### config.mk
export PLATFORM = sky130hd
export DESIGN_NAME = i2c_eeprom_slave
export DESIGN_NICKNAME = d
export VERILOG_FILES = /design/src/rtl/i2cee_pkg.sv /design/src/rtl/i2cee_line_sampler.sv /design/src/rtl/i2cee_image_rom.sv /design/src/rtl/i2cee_seq.sv /design/src/rtl/i2c_eeprom_slave.sv
export SDC_FILE = /design/constraint.sdc
export NUM_CORES = 1
export LEC_CHECK = 0
export BUFFER_PORTS_ARGS = -buffer_cell sky130_fd_sc_hd__buf_4
export CAP_MARGIN = 20
export CORE_ASPECT_RATIO = 1.2
export CORE_UTILIZATION = 50
export CTS_BUF_LIST = sky130_fd_sc_hd__clkbuf_4 sky130_fd_sc_hd__clkbuf_8
export DETAILED_ROUTE_END_ITERATION = 10
export MAX_ROUTING_LAYER = met4
export PLACE_DENSITY_LB_ADDON = 0.05
export REMOVE_ABC_BUFFERS = 1
export SYNTH_ARGS = -nofsm -noshare
export SYNTH_HDL_FRONTEND = slang
export SYNTH_HIERARCHICAL = 1
export SYNTH_SLANG_ARGS = --single-unit
export TNS_END_PERCENT = 10
### constraint.sdc
create_clock -name clk -period 2.7 [get_ports clk]
set_clock_uncertainty 0.2 [all_clocks]
set_input_delay 0.405 -clock clk [delete_from_list [all_inputs] [get_ports clk]]
set_output_delay 0.405 -clock clk [all_outputs]
set_load 0.02 [all_outputs]
### src/rtl/i2cee_pkg.sv
package i2cee_pkg;

   localparam int unsigned BYTE_W = 8;

   // classification of one strobe against the previous sample
   typedef enum logic [2:0] {
      EV_NONE,
      EV_START,
      EV_STOP,
      EV_RISE_OK,
      EV_RISE_SKEW,
      EV_OTHER
   } bus_ev_e;

   // default preload image, 256 bytes
   function automatic logic [2047:0] seed_image();
      logic [2047:0] img;
      img = '0;
      for (int i = 0; i < 256; i++) begin
         img[i*8 +: 8] = 8'(i * 29 + 7) ^ 8'(i >> 2);
      end
      return img;
   endfunction

endpackage

### src/rtl/i2cee_line_sampler.sv
module i2cee_line_sampler
   import i2cee_pkg::*;
(
   input  logic    clk,
   input  logic    rst,
   input  logic    strobe,
   input  logic    scl_in,
   input  logic    sda_in,
   output bus_ev_e ev
);

   logic scl_q, sda_q;

   always_ff @(posedge clk) begin
      if (rst) begin
         scl_q <= 1'b1;
         sda_q <= 1'b1;
      end else if (strobe) begin
         scl_q <= scl_in;
         sda_q <= sda_in;
      end
   end

   always_comb begin
      if (!strobe) begin
         ev = EV_NONE;
      end else if (scl_q && scl_in && (sda_q != sda_in)) begin
         ev = sda_in ? EV_STOP : EV_START;
      end else if (!scl_q && scl_in) begin
         ev = (sda_q == sda_in) ? EV_RISE_OK : EV_RISE_SKEW;
      end else begin
         ev = EV_OTHER;
      end
   end

endmodule

### src/rtl/i2cee_image_rom.sv
module i2cee_image_rom #(
   parameter int unsigned ADDR_W = 8,
   parameter int unsigned DEPTH  = 1 << ADDR_W,
   parameter logic [DEPTH*8-1:0] INIT_IMAGE = '0
) (
   input  logic [ADDR_W-1:0] addr,
   output logic [7:0]        rd_byte
);

   logic [7:0] mem [DEPTH];

   generate
      if (ADDR_W < 2 || ADDR_W > 8) begin : g_bad_width
         $error("i2cee_image_rom: ADDR_W must lie in 2..8");
      end
      if (DEPTH != (1 << ADDR_W)) begin : g_bad_depth
         $error("i2cee_image_rom: DEPTH must equal 2**ADDR_W");
      end
      for (genvar g = 0; g < DEPTH; g++) begin : g_unpack
         assign mem[g] = INIT_IMAGE[g*8 +: 8];
      end
   endgenerate

   assign rd_byte = mem[addr];

endmodule

### src/rtl/i2cee_seq.sv
module i2cee_seq
   import i2cee_pkg::*;
#(
   parameter int unsigned ADDR_W = 8
) (
   input  logic              clk,
   input  logic              rst,
   input  bus_ev_e           ev,
   input  logic              sda_in,
   input  logic [7:0]        rom_q,
   output logic [ADDR_W-1:0] rom_addr,
   output logic              sda_out,
   output logic              bit_err
);

   localparam int unsigned CMD_END  = BYTE_W + 1;          // tick after command byte
   localparam int unsigned DATA_END = 2 * BYTE_W + 1;      // tick after second byte
   localparam int unsigned TICK_W   = $clog2(DATA_END + 1);

   logic [TICK_W-1:0] tick;
   logic              ack_pend;
   logic              rd_mode;
   logic [ADDR_W-1:0] addr_q;
   logic [ADDR_W:0]   addr_cat;
   logic [ADDR_W-1:0] addr_nx;
   logic [7:0]        shreg;
   logic              idle, rising, in_cmd;

   assign addr_cat = {addr_q, sda_in};
   assign addr_nx  = addr_cat[ADDR_W-1:0];
   assign rom_addr = rd_mode ? addr_q : addr_nx;
   assign idle     = (tick == '0) && !ack_pend;
   assign rising   = (ev == EV_RISE_OK) || (ev == EV_RISE_SKEW);
   assign in_cmd   = tick < TICK_W'(CMD_END);

   always_ff @(posedge clk) begin
      if (rst) begin
         tick     <= '0;
         ack_pend <= 1'b0;
         rd_mode  <= 1'b0;
         addr_q   <= '0;
         shreg    <= '0;
         sda_out  <= 1'b1;
         bit_err  <= 1'b0;
      end else begin
         bit_err <= 1'b0;
         if (ev != EV_NONE) begin
            sda_out <= 1'b1;
            if (ev == EV_START) begin
               tick     <= TICK_W'(1);
               ack_pend <= 1'b0;
            end else if (ev == EV_STOP) begin
               tick     <= '0;
               ack_pend <= 1'b0;
            end else if (idle) begin
               tick <= tick;
            end else if (rising) begin
               if (ack_pend) begin
                  sda_out  <= 1'b0;
                  ack_pend <= 1'b0;
               end else if (ev == EV_RISE_SKEW) begin
                  bit_err <= 1'b1;
               end else if (in_cmd) begin
                  rd_mode <= sda_in;
                  tick    <= tick + 1'b1;
                  if (tick == TICK_W'(CMD_END - 1)) ack_pend <= 1'b1;
               end else begin
                  if (rd_mode) begin
                     sda_out <= shreg[7];
                     shreg   <= {shreg[6:0], 1'b0};
                  end else begin
                     addr_q <= addr_nx;
                  end
                  if (tick == TICK_W'(DATA_END - 1)) begin
                     shreg    <= rom_q;
                     ack_pend <= 1'b1;
                     tick     <= '0;
                  end else begin
                     tick <= tick + 1'b1;
                  end
               end
            end
         end
      end
   end

   a_r2_start_arms : assert property (@(posedge clk) disable iff (rst)
      (ev == EV_START) |=> (tick == TICK_W'(1) && !ack_pend));

   a_r3_idle_quiet : assert property (@(posedge clk) disable iff (rst)
      (idle && ev != EV_NONE && ev != EV_START) |=> (sda_out && !bit_err && tick == '0));

   a_r5_ack_low : assert property (@(posedge clk) disable iff (rst)
      (ack_pend && rising) |=> (!sda_out && !bit_err));

   a_r8_hold : assert property (@(posedge clk) disable iff (rst)
      (ev == EV_NONE) |=> $stable(sda_out));

   a_r9_skew_no_shift : assert property (@(posedge clk) disable iff (rst)
      (ev == EV_RISE_SKEW && !ack_pend && tick != '0) |=> ($stable(tick) && bit_err));

   a_r4_tick_range : assert property (@(posedge clk) disable iff (rst)
      tick < TICK_W'(DATA_END));

endmodule

### src/rtl/i2c_eeprom_slave.sv
module i2c_eeprom_slave #(
   parameter int unsigned ADDR_W = 8,
   parameter logic [(1 << ADDR_W)*8-1:0] INIT_IMAGE =
      ((1 << ADDR_W)*8)'(i2cee_pkg::seed_image())
) (
   input  logic clk,
   input  logic rst,
   input  logic strobe,
   input  logic scl_in,
   input  logic sda_in,
   output logic sda_out,
   output logic bit_err
);

   import i2cee_pkg::*;

   localparam int unsigned DEPTH = 1 << ADDR_W;

   bus_ev_e           ev;
   logic [ADDR_W-1:0] rom_addr;
   logic [7:0]        rom_q;

   i2cee_line_sampler u_sampler (
      .clk    (clk),
      .rst    (rst),
      .strobe (strobe),
      .scl_in (scl_in),
      .sda_in (sda_in),
      .ev     (ev)
   );

   i2cee_image_rom #(
      .ADDR_W     (ADDR_W),
      .DEPTH      (DEPTH),
      .INIT_IMAGE (INIT_IMAGE)
   ) u_rom (
      .addr    (rom_addr),
      .rd_byte (rom_q)
   );

   i2cee_seq #(
      .ADDR_W (ADDR_W)
   ) u_seq (
      .clk      (clk),
      .rst      (rst),
      .ev       (ev),
      .sda_in   (sda_in),
      .rom_q    (rom_q),
      .rom_addr (rom_addr),
      .sda_out  (sda_out),
      .bit_err  (bit_err)
   );

   a_r9_err_needs_strobe : assert property (@(posedge clk) disable iff (rst)
      !strobe |=> !bit_err);

endmodule

==> metrics.cfg <==
[floorplan]
boundaryPins = 7
dieHeight_um = 79.3
start_util_pct = 53.0
rows = 27
die_area_um2 = 5260
die_w_um = 66.4
coreArea_um2 = 4700

[clocking]
clk_path_buf_depth = 2
clkSlewWorstSetupHoldPaths_ns = 0.09
root_buffer = clkbuf_8
clkLatencyLatePin_ns = 0.28
htreeDepth = 1
cts_buffers = 3
cts_setup_buffers = 0
cts_tree = yes
cts_sinks = 27

[sta]
setup-violations-final = 0
max_slew_margin_pct = 41.4
hold_ws_ns = 0.158
fin_crit_sh_pct = 97.9
hold_violations = 0
fmaxAchievable_ghz = 0.378
fin_crit_ns = 2.64
rsz0062_at_grt = true
final_max_slew_viol_count = 0
tightest_slew_ns = 0.877

[power]
p_leak_nw = 0.981
power_density_nw_per_um2 = 289
ir_drop_v = 0.000175

[job]
maxCapViolations = 0

[global_routing]
grt_overflow = 0
grt.total_usage_pct = 23.8
antenna_found_initial = 0
grt_start_max_net_pins = 27
first_global_vias = 2074
grt_pass1_wl_um = 9510

[worst_setup_path]
rr_endpoint = u_seq/shreg[7]$_SDFFE_PP0P_
setup.worst_path.start_class = flip-flop
r2r_cells = 10
criticalPathCategory = reg -> reg
reg2reg_slack_ns = 0.06
arrival_ns = 2.64
critPathMaxFanout = 10
crit_end = u_seq/shreg[7]$_SDFFE_PP0P_
crit_path_start = u_seq/rd_mode$_SDFFE_PP0P_
critPathCaptureType = flip-flop
critical_path_required_ns = 2.70
r2r_start = u_seq/rd_mode$_SDFFE_PP0P_

[hold_path]
hold_class = in -> reg

[detailed_routing]
firstDrtPassIters = 5
wl_um = 5700
postRouteAntennaNets = 0
viasPerCell = 6.02
wl_per_cell_um = 15.8
vias = 2174
first_iter_violations = 80
drcViolationCount = 0

[cells_and_area]
regArea_um2 = 544
design_area_um2 = 2770
drive_gt1_share_pct = 24.1
nFillCells = 436
synthToLayoutAreaGrowth_pct = 11.2
n_antenna_cell = 0
nNetsFinal = 324
multi_input_area_um2 = 1770
finish.utilization_pct = 58.9

[synth]
seq_area_frac_synth_pct = 21.7
synth_compound_area_share_pct = 28.6
synthAdderAreaFrac_pct = 7.54
async_reset_ff_share_pct = 0
syn_area_um2 = 2490
ys_ff_latch = 27
synth_top_family_by_area = compound AO/OA/AOI/OAI gates
syn-instance-count = 288
synth_flop_cell = dfxtp_1
yosys_warnings = 6
synth_edf_count = 0
yosys.area_share.xor_xnor_pct = 4.93
avgSynthCellArea_um2 = 8.64
synth_simple_gate_area_share_pct = 18.5
yosys-mux-area-fraction_pct = 11.0
synth.distinct_cells = 70

[placement]
port_buffers = 6
placed_area_um2 = 2700
place_hpwl_um = 4270
globalplace.congestion = 0.916

[outcome]
status = completed

cell usage in the layout (no fill, tap or decap), types with 3 or more instances in the layout:
| master | synthesis | layout |
|---|---|---|
| o21ai_0 | 16 | 15 |
| xnor2_1 | 8 | 8 |
| a211oi_1 | 5 | 5 |
| ha_1 | 15 | 12 |
| o31ai_1 | 4 | 4 |
| o211ai_1 | 3 | 3 |
| nor3_1 | 6 | 6 |
| mux2_2 | 8 | 8 |
| o221ai_1 | 3 | 3 |
| nor2b_1 | 8 | 8 |
| mux2i_1 | 16 | 16 |
| nor2_1 | 25 | 25 |
| xor2_1 | 6 | 6 |
| buf_4 | 1 | 28 |
| nand2_1 | 12 | 12 |
| buf_12 | 0 | 3 |
| a211oi_2 | 3 | 3 |
| dfxtp_1 | 27 | 26 |
| a21oi_1 | 19 | 19 |
| o22ai_1 | 3 | 3 |
| inv_1 | 14 | 14 |
| ha_2 | 0 | 3 |
| clkbuf_8 | 0 | 3 |
| nand3_1 | 6 | 6 |
| o21ai_1 | 5 | 6 |
| nor3b_1 | 3 | 3 |
state kept, by name, indices dropped and copies added, names as in the netlist:
signal           cells
u_seq/tick           5
u_seq/addr_q         8
u_sampler/scl_q      1
u_seq/sda_out        1
u_sampler/sda_q      1
u_seq/shreg          8
u_seq/ack_pend       1
u_seq/bit_err        1
u_seq/rd_mode        1
worst min path at each step:
stage                                           start                           end  slack [ns]  cells after the start
final                                          scl_in  u_sampler/scl_q$_SDFFE_PP1P_        0.16                      2
after global routing                           scl_in  u_sampler/scl_q$_SDFFE_PP1P_        0.16                      2
after CTS                                      scl_in  u_sampler/scl_q$_SDFFE_PP1P_        0.15                      2
after detailed placement  u_seq/shreg[0]$_SDFFE_PP0P_   u_seq/shreg[0]$_SDFFE_PP0P_        0.27                      2
after global placement    u_seq/shreg[0]$_SDFFE_PP0P_   u_seq/shreg[0]$_SDFFE_PP0P_        0.27                      2
after floorplan           u_seq/shreg[0]$_SDFFE_PP0P_   u_seq/shreg[0]$_SDFFE_PP0P_        0.24                      2
stage by stage:
step,instances,setup slack [ns],setup TNS [ns],power (mW)
after detailed placement,357,-0.0426,-0.0426,0.564
after floorplan,268,-0.0972,-0.173,0.513
after CTS,361,0.00638,0,0.808
after global routing,361,-0.0817,-0.0829,0.842
final,361,0.0562,0,0.801
after global placement,357,-0.0384,-0.0384,0.563
cell usage after synthesis (2+ instances only):
cell | count | share of area [%]
dfxtp_1 | 27 | 22
nor2_1 | 25 | 3.8
a21oi_1 | 19 | 3.8
mux2i_1 | 16 | 6.4
o21ai_0 | 16 | 3.2
ha_1 | 15 | 7.5
inv_1 | 14 | 2.1
nand2_1 | 12 | 1.8
buf_2 | 10 | 2.0
mux2_2 | 8 | 3.6
nor2b_1 | 8 | 2.0
xnor2_1 | 8 | 2.8
buf_6 | 6 | 2.7
nand3_1 | 6 | 1.2
nor3_1 | 6 | 1.2
xor2_1 | 6 | 2.1
a211oi_1 | 5 | 1.5
o21ai_1 | 5 | 1.0
o31ai_1 | 4 | 1.2
a211oi_2 | 3 | 1.5
nor3b_1 | 3 | 0.90
nor4bb_1 | 3 | 1.2
o211ai_1 | 3 | 0.90
o221ai_1 | 3 | 1.1
o22ai_1 | 3 | 0.75
a21boi_0 | 2 | 0.60
a311oi_1 | 2 | 0.70
a31oi_1 | 2 | 0.50
and2_1 | 2 | 0.50
clkbuf_1 | 2 | 0.30
nor4b_1 | 2 | 0.70
o21a_1 | 2 | 0.60
o21ai_2 | 2 | 0.70
o31a_1 | 2 | 0.70
routing by layer:
| layer | vias to the layer above | track usage [%] | share of wire (%) |
|---|---|---|---|
| met3 | 6 | 2.16 | 1.3 |
| li1 | 1087 | - | - |
| met1 | 1061 | 27.1 | 45 |
| met2 | 20 | 43.4 | 52 |
| met5 | - | - | 0 |
| met4 | 0 | 6.81 | 1.3 |
logic make-up (layout without fill, tap and decap cells):
kind of cell             after synthesis  after routing
flip-flops                            27             27
AO/OA/AOI/OAI                         92             92
XOR/XNOR                              14             14
buffers and inverters                 35             50
multiplexers                          25             25
adder cells (fa/ha/maj)               15             15
AND/OR/NAND/NOR                       80             80
critical path: stages, from the launching register on:
cell and delay (ns):
dfxtp_4 0.39, mux2_2 0.34, buf_4 0.18, ha_2 0.22
xor2_1 0.16, a221oi_2 0.28, o31ai_1 0.11, a21oi_1 0.17
o2bb2ai_1 0.17, nand2_1 0.11, a311oi_2 0.23
final cells by class:
| type | instances | area share [%] |
|---|---|---|
| Sequential cell | 27 | 19.7 |
| Timing Repair Buffer | 31 | 9.77 |
| Tap cell | 58 | 2.62 |
| Inverter | 15 | 2.04 |
| Multi-Input combinational cell | 226 | 64.1 |
| Clock buffer | 4 | 1.76 |
power by group:
part | internal [mW] | total (mW) | switching (mW)
clock network | 0.116 | 0.245 | 0.129
registers | 0.404 | 0.415 | 0.0113
logic | 0.0651 | 0.140 | 0.0750
what timing repair did:
action,in CTS,in global routing
hold buffers,0,0
setup endpoints to repair,1,3
gates resized for setup,1,6
pin swaps,0,2
Power figures use the tool's default switching activity.
